File: src/rtl/seq_pkg.sv
package seq_pkg;

    typedef enum logic [1:0] {
        CLS_PLAIN = 2'b00,
        CLS_FLOW  = 2'b01,
        CLS_XFER  = 2'b10,
        CLS_ALT   = 2'b11
    } ins_class_e;

    typedef struct packed {
        logic [15:0] pc;
        logic [15:0] ir;
        logic [15:0] ir_pc;
        logic        valid;
        logic        xfer_done;
    } seq_state_t;

endpackage

File: src/rtl/seq_pc_inc.sv
module seq_pc_inc #(
    parameter int AW = 16
) (
    input  logic [AW-1:0] cur,
    output logic [AW-1:0] nxt
);
    localparam logic [AW-1:0] ONE = {{(AW-1){1'b0}}, 1'b1};

    // Wraps naturally at the top of the address space.
    always_comb nxt = cur + ONE;
endmodule

File: src/rtl/seq_next.sv
module seq_next
    import seq_pkg::*;
(
    input  seq_state_t  st_q,
    input  logic [1:0]  cls,
    input  logic [15:0] target,
    input  logic [15:0] tbl_ptr,
    input  logic [15:0] rdata,
    input  logic [15:0] pc_plus,
    output seq_state_t  st_d,
    output logic [15:0] bus_addr,
    output logic        bus_tbl,
    output logic        stall,
    output logic        flush
);
    ins_class_e kind;

    always_comb begin
        kind  = ins_class_e'(cls);
        stall = st_q.valid && (kind == CLS_XFER) && !st_q.xfer_done;
        flush = st_q.valid && (kind == CLS_FLOW);

        bus_tbl  = stall;
        bus_addr = stall ? tbl_ptr : st_q.pc;

        st_d = st_q;
        if (stall) begin
            st_d.xfer_done = 1'b1;
        end else if (flush) begin
            st_d.pc        = target;
            st_d.valid     = 1'b0;
            st_d.xfer_done = 1'b0;
        end else begin
            st_d.ir        = rdata;
            st_d.ir_pc     = st_q.pc;
            st_d.pc        = pc_plus;
            st_d.valid     = 1'b1;
            st_d.xfer_done = 1'b0;
        end
    end
endmodule

File: src/rtl/seq_regs.sv
module seq_regs
    import seq_pkg::*;
(
    input  logic       clk,
    input  logic       rst_n,
    input  seq_state_t st_d,
    output seq_state_t st_q
);
    always_ff @(posedge clk) begin
        if (!rst_n) begin
            st_q.pc        <= '0;
            st_q.ir        <= '0;
            st_q.ir_pc     <= '0;
            st_q.valid     <= 1'b0;
            st_q.xfer_done <= 1'b0;
        end else begin
            st_q <= st_d;
        end
    end
endmodule

File: src/rtl/instr_seq.sv
module instr_seq
    import seq_pkg::*;
#(
    parameter int AW = 16
) (
    input  logic          clk,
    input  logic          rst_n,
    output logic [AW-1:0] pbus_addr,
    output logic          pbus_tbl,
    input  logic [15:0]   pbus_rdata,
    input  logic [1:0]    ex_class,
    input  logic [AW-1:0] ex_target,
    input  logic [AW-1:0] tbl_ptr,
    output logic [15:0]   ex_instr,
    output logic [AW-1:0] ex_pc,
    output logic          ex_valid,
    output logic          ex_stall,
    output logic          ex_flush
);
    seq_state_t  st_q, st_d;
    logic [15:0] pc_plus;

    seq_pc_inc #(.AW(16)) u_inc (
        .cur (st_q.pc),
        .nxt (pc_plus)
    );

    seq_next u_next (
        .st_q     (st_q),
        .cls      (ex_class),
        .target   (ex_target),
        .tbl_ptr  (tbl_ptr),
        .rdata    (pbus_rdata),
        .pc_plus  (pc_plus),
        .st_d     (st_d),
        .bus_addr (pbus_addr),
        .bus_tbl  (pbus_tbl),
        .stall    (ex_stall),
        .flush    (ex_flush)
    );

    seq_regs u_regs (
        .clk   (clk),
        .rst_n (rst_n),
        .st_d  (st_d),
        .st_q  (st_q)
    );

    assign ex_instr = st_q.ir;
    assign ex_pc    = st_q.ir_pc;
    assign ex_valid = st_q.valid;
endmodule

File: config.mk
export PLATFORM = sky130hd
export DESIGN_NAME = instr_seq
export DESIGN_NICKNAME = d
export VERILOG_FILES = /design/src/rtl/seq_pkg.sv /design/src/rtl/seq_pc_inc.sv /design/src/rtl/seq_next.sv /design/src/rtl/seq_regs.sv /design/src/rtl/instr_seq.sv
export SDC_FILE = /design/constraint.sdc
export NUM_CORES = 1
export LEC_CHECK = 0
export BUFFER_PORTS_ARGS = -buffer_cell sky130_fd_sc_hd__buf_2
export CAP_MARGIN = 30
export CORE_UTILIZATION = 35
export DETAILED_ROUTE_END_ITERATION = 8
export HOLD_SLACK_MARGIN = 0.02
export PLACE_DENSITY = 0.67
export RECOVER_POWER = 50
export SLEW_MARGIN = 5
export SYNTH_ARGS = -nofsm -noshare
export SYNTH_HDL_FRONTEND = slang
export SYNTH_HIERARCHICAL = 1
export SYNTH_SLANG_ARGS = --single-unit
File: constraint.sdc
create_clock -name clk -period 3.6 [get_ports clk]
set_input_delay 0.54 -clock clk [delete_from_list [all_inputs] [get_ports clk]]
set_output_delay 0.54 -clock clk [all_outputs]
set_load 0.02 [all_outputs]
==> impl_metrics.py <==
metrics = {
    "timing": {
        "setup_violations": 0,
        "rsz0062_at_grt": "false",
        "min_period_ns": 2.719,
        "final_hold_viol_count": 0,
        "setup_tns_ns": 0,
        "finalCritPeriodShare_pct": 75.53,
        "worst_pin_slew_ns": 0.9858,
        "drv_slew": 0,
        "fmax_ghz": 0.3677,
        "worst_clock_skew_ns": 0.007551,
        "max-slew-margin-rel_pct": 34.13,
    },
    "logic_synthesis": {
        "syn_area_per_cell_um2": 7.722,
        "ys_seq_elements": 50,
        "synth_fp_nets": 485,
        "async_reset_ff_share_pct": 0,
        "seq_area_frac_synth_pct": 30.01,
        "syn_area_um2": 3336,
        "synthCells": 432,
        "synth_edf_count": 0,
        "ys_types": 34,
        "ys.warnings.count": 6,
        "synth_flop_cell": "dfxtp_1",
    },
    "layout": {
        "final_cell_mix": "nand2_1, buf_2, nor2_1",
        "reg.largest.list": "u_regs/st_q (50)",
        "nNetsFinal": 561,
        "area_growth_pct": 17.59,
        "multi_input_area_um2": 2103,
        "fill_cells": 979,
        "seq_area_um2": 1001,
        "final_area_um2": 3923,
        "final_common_cell": "nand2_1",
        "drive_above_1_share_pct": 28.49,
        "antenna_cells": 0,
        "largest_register": "u_regs/st_q",
        "largest_reg_flops": 50,
        "final_cells": 638,
    },
    "power": {
        "ir_drop_mv": 0.1717,
        "p_leak_nw": 1.623,
        "power.total_mw": 1.412,
        "pwr_density_cell_nw_per_um2": 360.0,
    },
    "worst_setup_path": {
        "critPathKind": "flip-flop to output port",
        "path_max_fanout": 18,
        "cp.arrival_ns": 2.18,
        "worst_setup_path_start_kind": "flip-flop",
        "timing.rr.start": "u_regs/st_q[1]",
        "critPathRequiredTime_ns": 3.06,
        "critPathCaptureType": "output port",
        "crit_start": "u_regs/st_q[1]",
    },
    "clock_tree": {
        "cts_tree": "built",
        "cts_htree_levels": 2,
        "clkLatencyLatePin_ns": 0.31,
        "hold_buffers": 0,
        "cts_setup_buffers": 0,
        "clk_path_buf_depth": 2,
        "cts-resized-gates": 0,
        "cts.clk_slew.worst_paths_ns": 0.09,
        "clock-root-buffer": "clkbuf_8",
        "cts_buffers": 5,
        "clkSinkCount": 50,
    },
    "floorplanning": {
        "initial_core_util_pct": 36.10,
        "row_count": 35,
        "die_h_um": 99.63,
        "die_w_um": 99.63,
        "die_area_um2": 9925,
        "ios": 104,
        "core_area_um2": 9240,
    },
    "routing": {
        "antenna_left": 0,
        "dr_wl_met2_um": 4389,
        "drt_iter0_markers": 201,
        "drc": 0,
        "routedLengthMet1_um": 4777,
        "wl_per_cell_um": 15.23,
        "dr.pass1.iters": 4,
        "route.met3.wl_um": 475,
        "vias": 3412,
        "via_per_inst": 5.348,
        "routed_wl_um": 9716,
        "top_layer": "met4",
    },
    "grt": {
        "grt_pass1_wl_um": 16090,
        "antenna_found_initial": 0,
        "grt_usage_pct": 19.94,
        "grt_pass1_vias": 3239,
        "overflow": 0,
        "grt_max_degree": 51,
    },
    "flow_run": {
        "maxCapViolCount": 0,
    },
    "min_path": {
        "hp-start": "ex_target[14]",
        "hp-class": "primary input to flip-flop",
    },
    "placement": {
        "port_buffers": 103,
        "placedCellCount": 630,
        "placed_area_um2": 3876,
        "dp_hpwl_um": 6402,
        "globalplace.congestion": 0.8147,
    },
    "run_status": {
        "status": "complete, no violations",
    },
}
## metal layers
layer / vias to the layer above / global-route usage, %
met5: - / 0
met4: 0 / 4.299
met3: 9 / 3.584
met2: 110 / 33.01
met1: 1597 / 27.05
li1: 1696 / -
## per-stage QoR
stage | hold slack (ns) | worst slack [ns] | utilization (%)
floorplan | 0.6617 | 1.580 | -
global placement | 0.6569 | 1.278 | 41.65
detailed placement | 0.6790 | 1.254 | 41.95
CTS | 0.6245 | 1.256 | 42.98
global route | 0.6495 | 0.6747 | 42.45
finish | 0.6285 | 0.8807 | 42.45
## critical path, cell delays in order (launching register included)
cell      delay, ns
dfxtp_1        0.44
nand3b_1       0.52
inv_1          0.64
buf_2          0.27
## final timing paths
kind                                         to  slack (ns)  cells after the start
worst max-delay path                   ex_flush        0.88                      3
worst min-delay path            u_regs/st_q[48]        0.63                      4
worst max register to register  u_regs/st_q[11]        1.07                      5
worst min register to register  u_regs/st_q[17]        0.69                      3
## cells in the mapped netlist, drive strengths merged (4+ instances only)
| cell type | count | area [um^2] |
|---|---|---|
| nand2 | 84 | 315.3 |
| nor2 | 52 | 195.2 |
| and2 | 50 | 362.9 |
| dfxtp | 50 | 1001 |
| a211oi | 32 | 240.2 |
| o22ai | 32 | 300.3 |
| o32ai | 32 | 280.3 |
| buf | 23 | 143.9 |
| clkbuf | 17 | 70.06 |
| a31oi | 16 | 100.1 |
| xor2 | 9 | 78.83 |
| inv | 6 | 22.52 |
| nand3 | 5 | 30.03 |
| xnor2 | 5 | 43.79 |
| nand4 | 4 | 40.04 |
| nor3 | 4 | 20.02 |
| nor4 | 4 | 31.28 |
## area by class of cell
class / count / area share [%]
well taps: 129 / 4.115
repair buffers: 109 / 13.65
inverters: 7 / 0.6699
clock buffers: 6 / 2.105
clock inverters: 2 / 0.3190
flip-flops and latches: 50 / 25.52
multi-input cells: 335 / 53.62
## report_power, final
group          internal, mW  switching, mW  total (mW)  leakage [nW]
registers             0.597         0.0669       0.663         0.413
logic                 0.169          0.229       0.398          1.16
clock network         0.155          0.196       0.351        0.0472
total                 0.920          0.492        1.41          1.62
## logic make-up after synthesis
| kind of cell | share of synthesized area [%] |
|---|---|
| simple gates | 31.13 |
| flops | 30.01 |
| compound gates | 27.61 |
| fa+ha+maj | 0.3750 |
| buf+inv | 7.201 |
| xor+xnor | 3.676 |
Power figures use the tool's default switching activity.
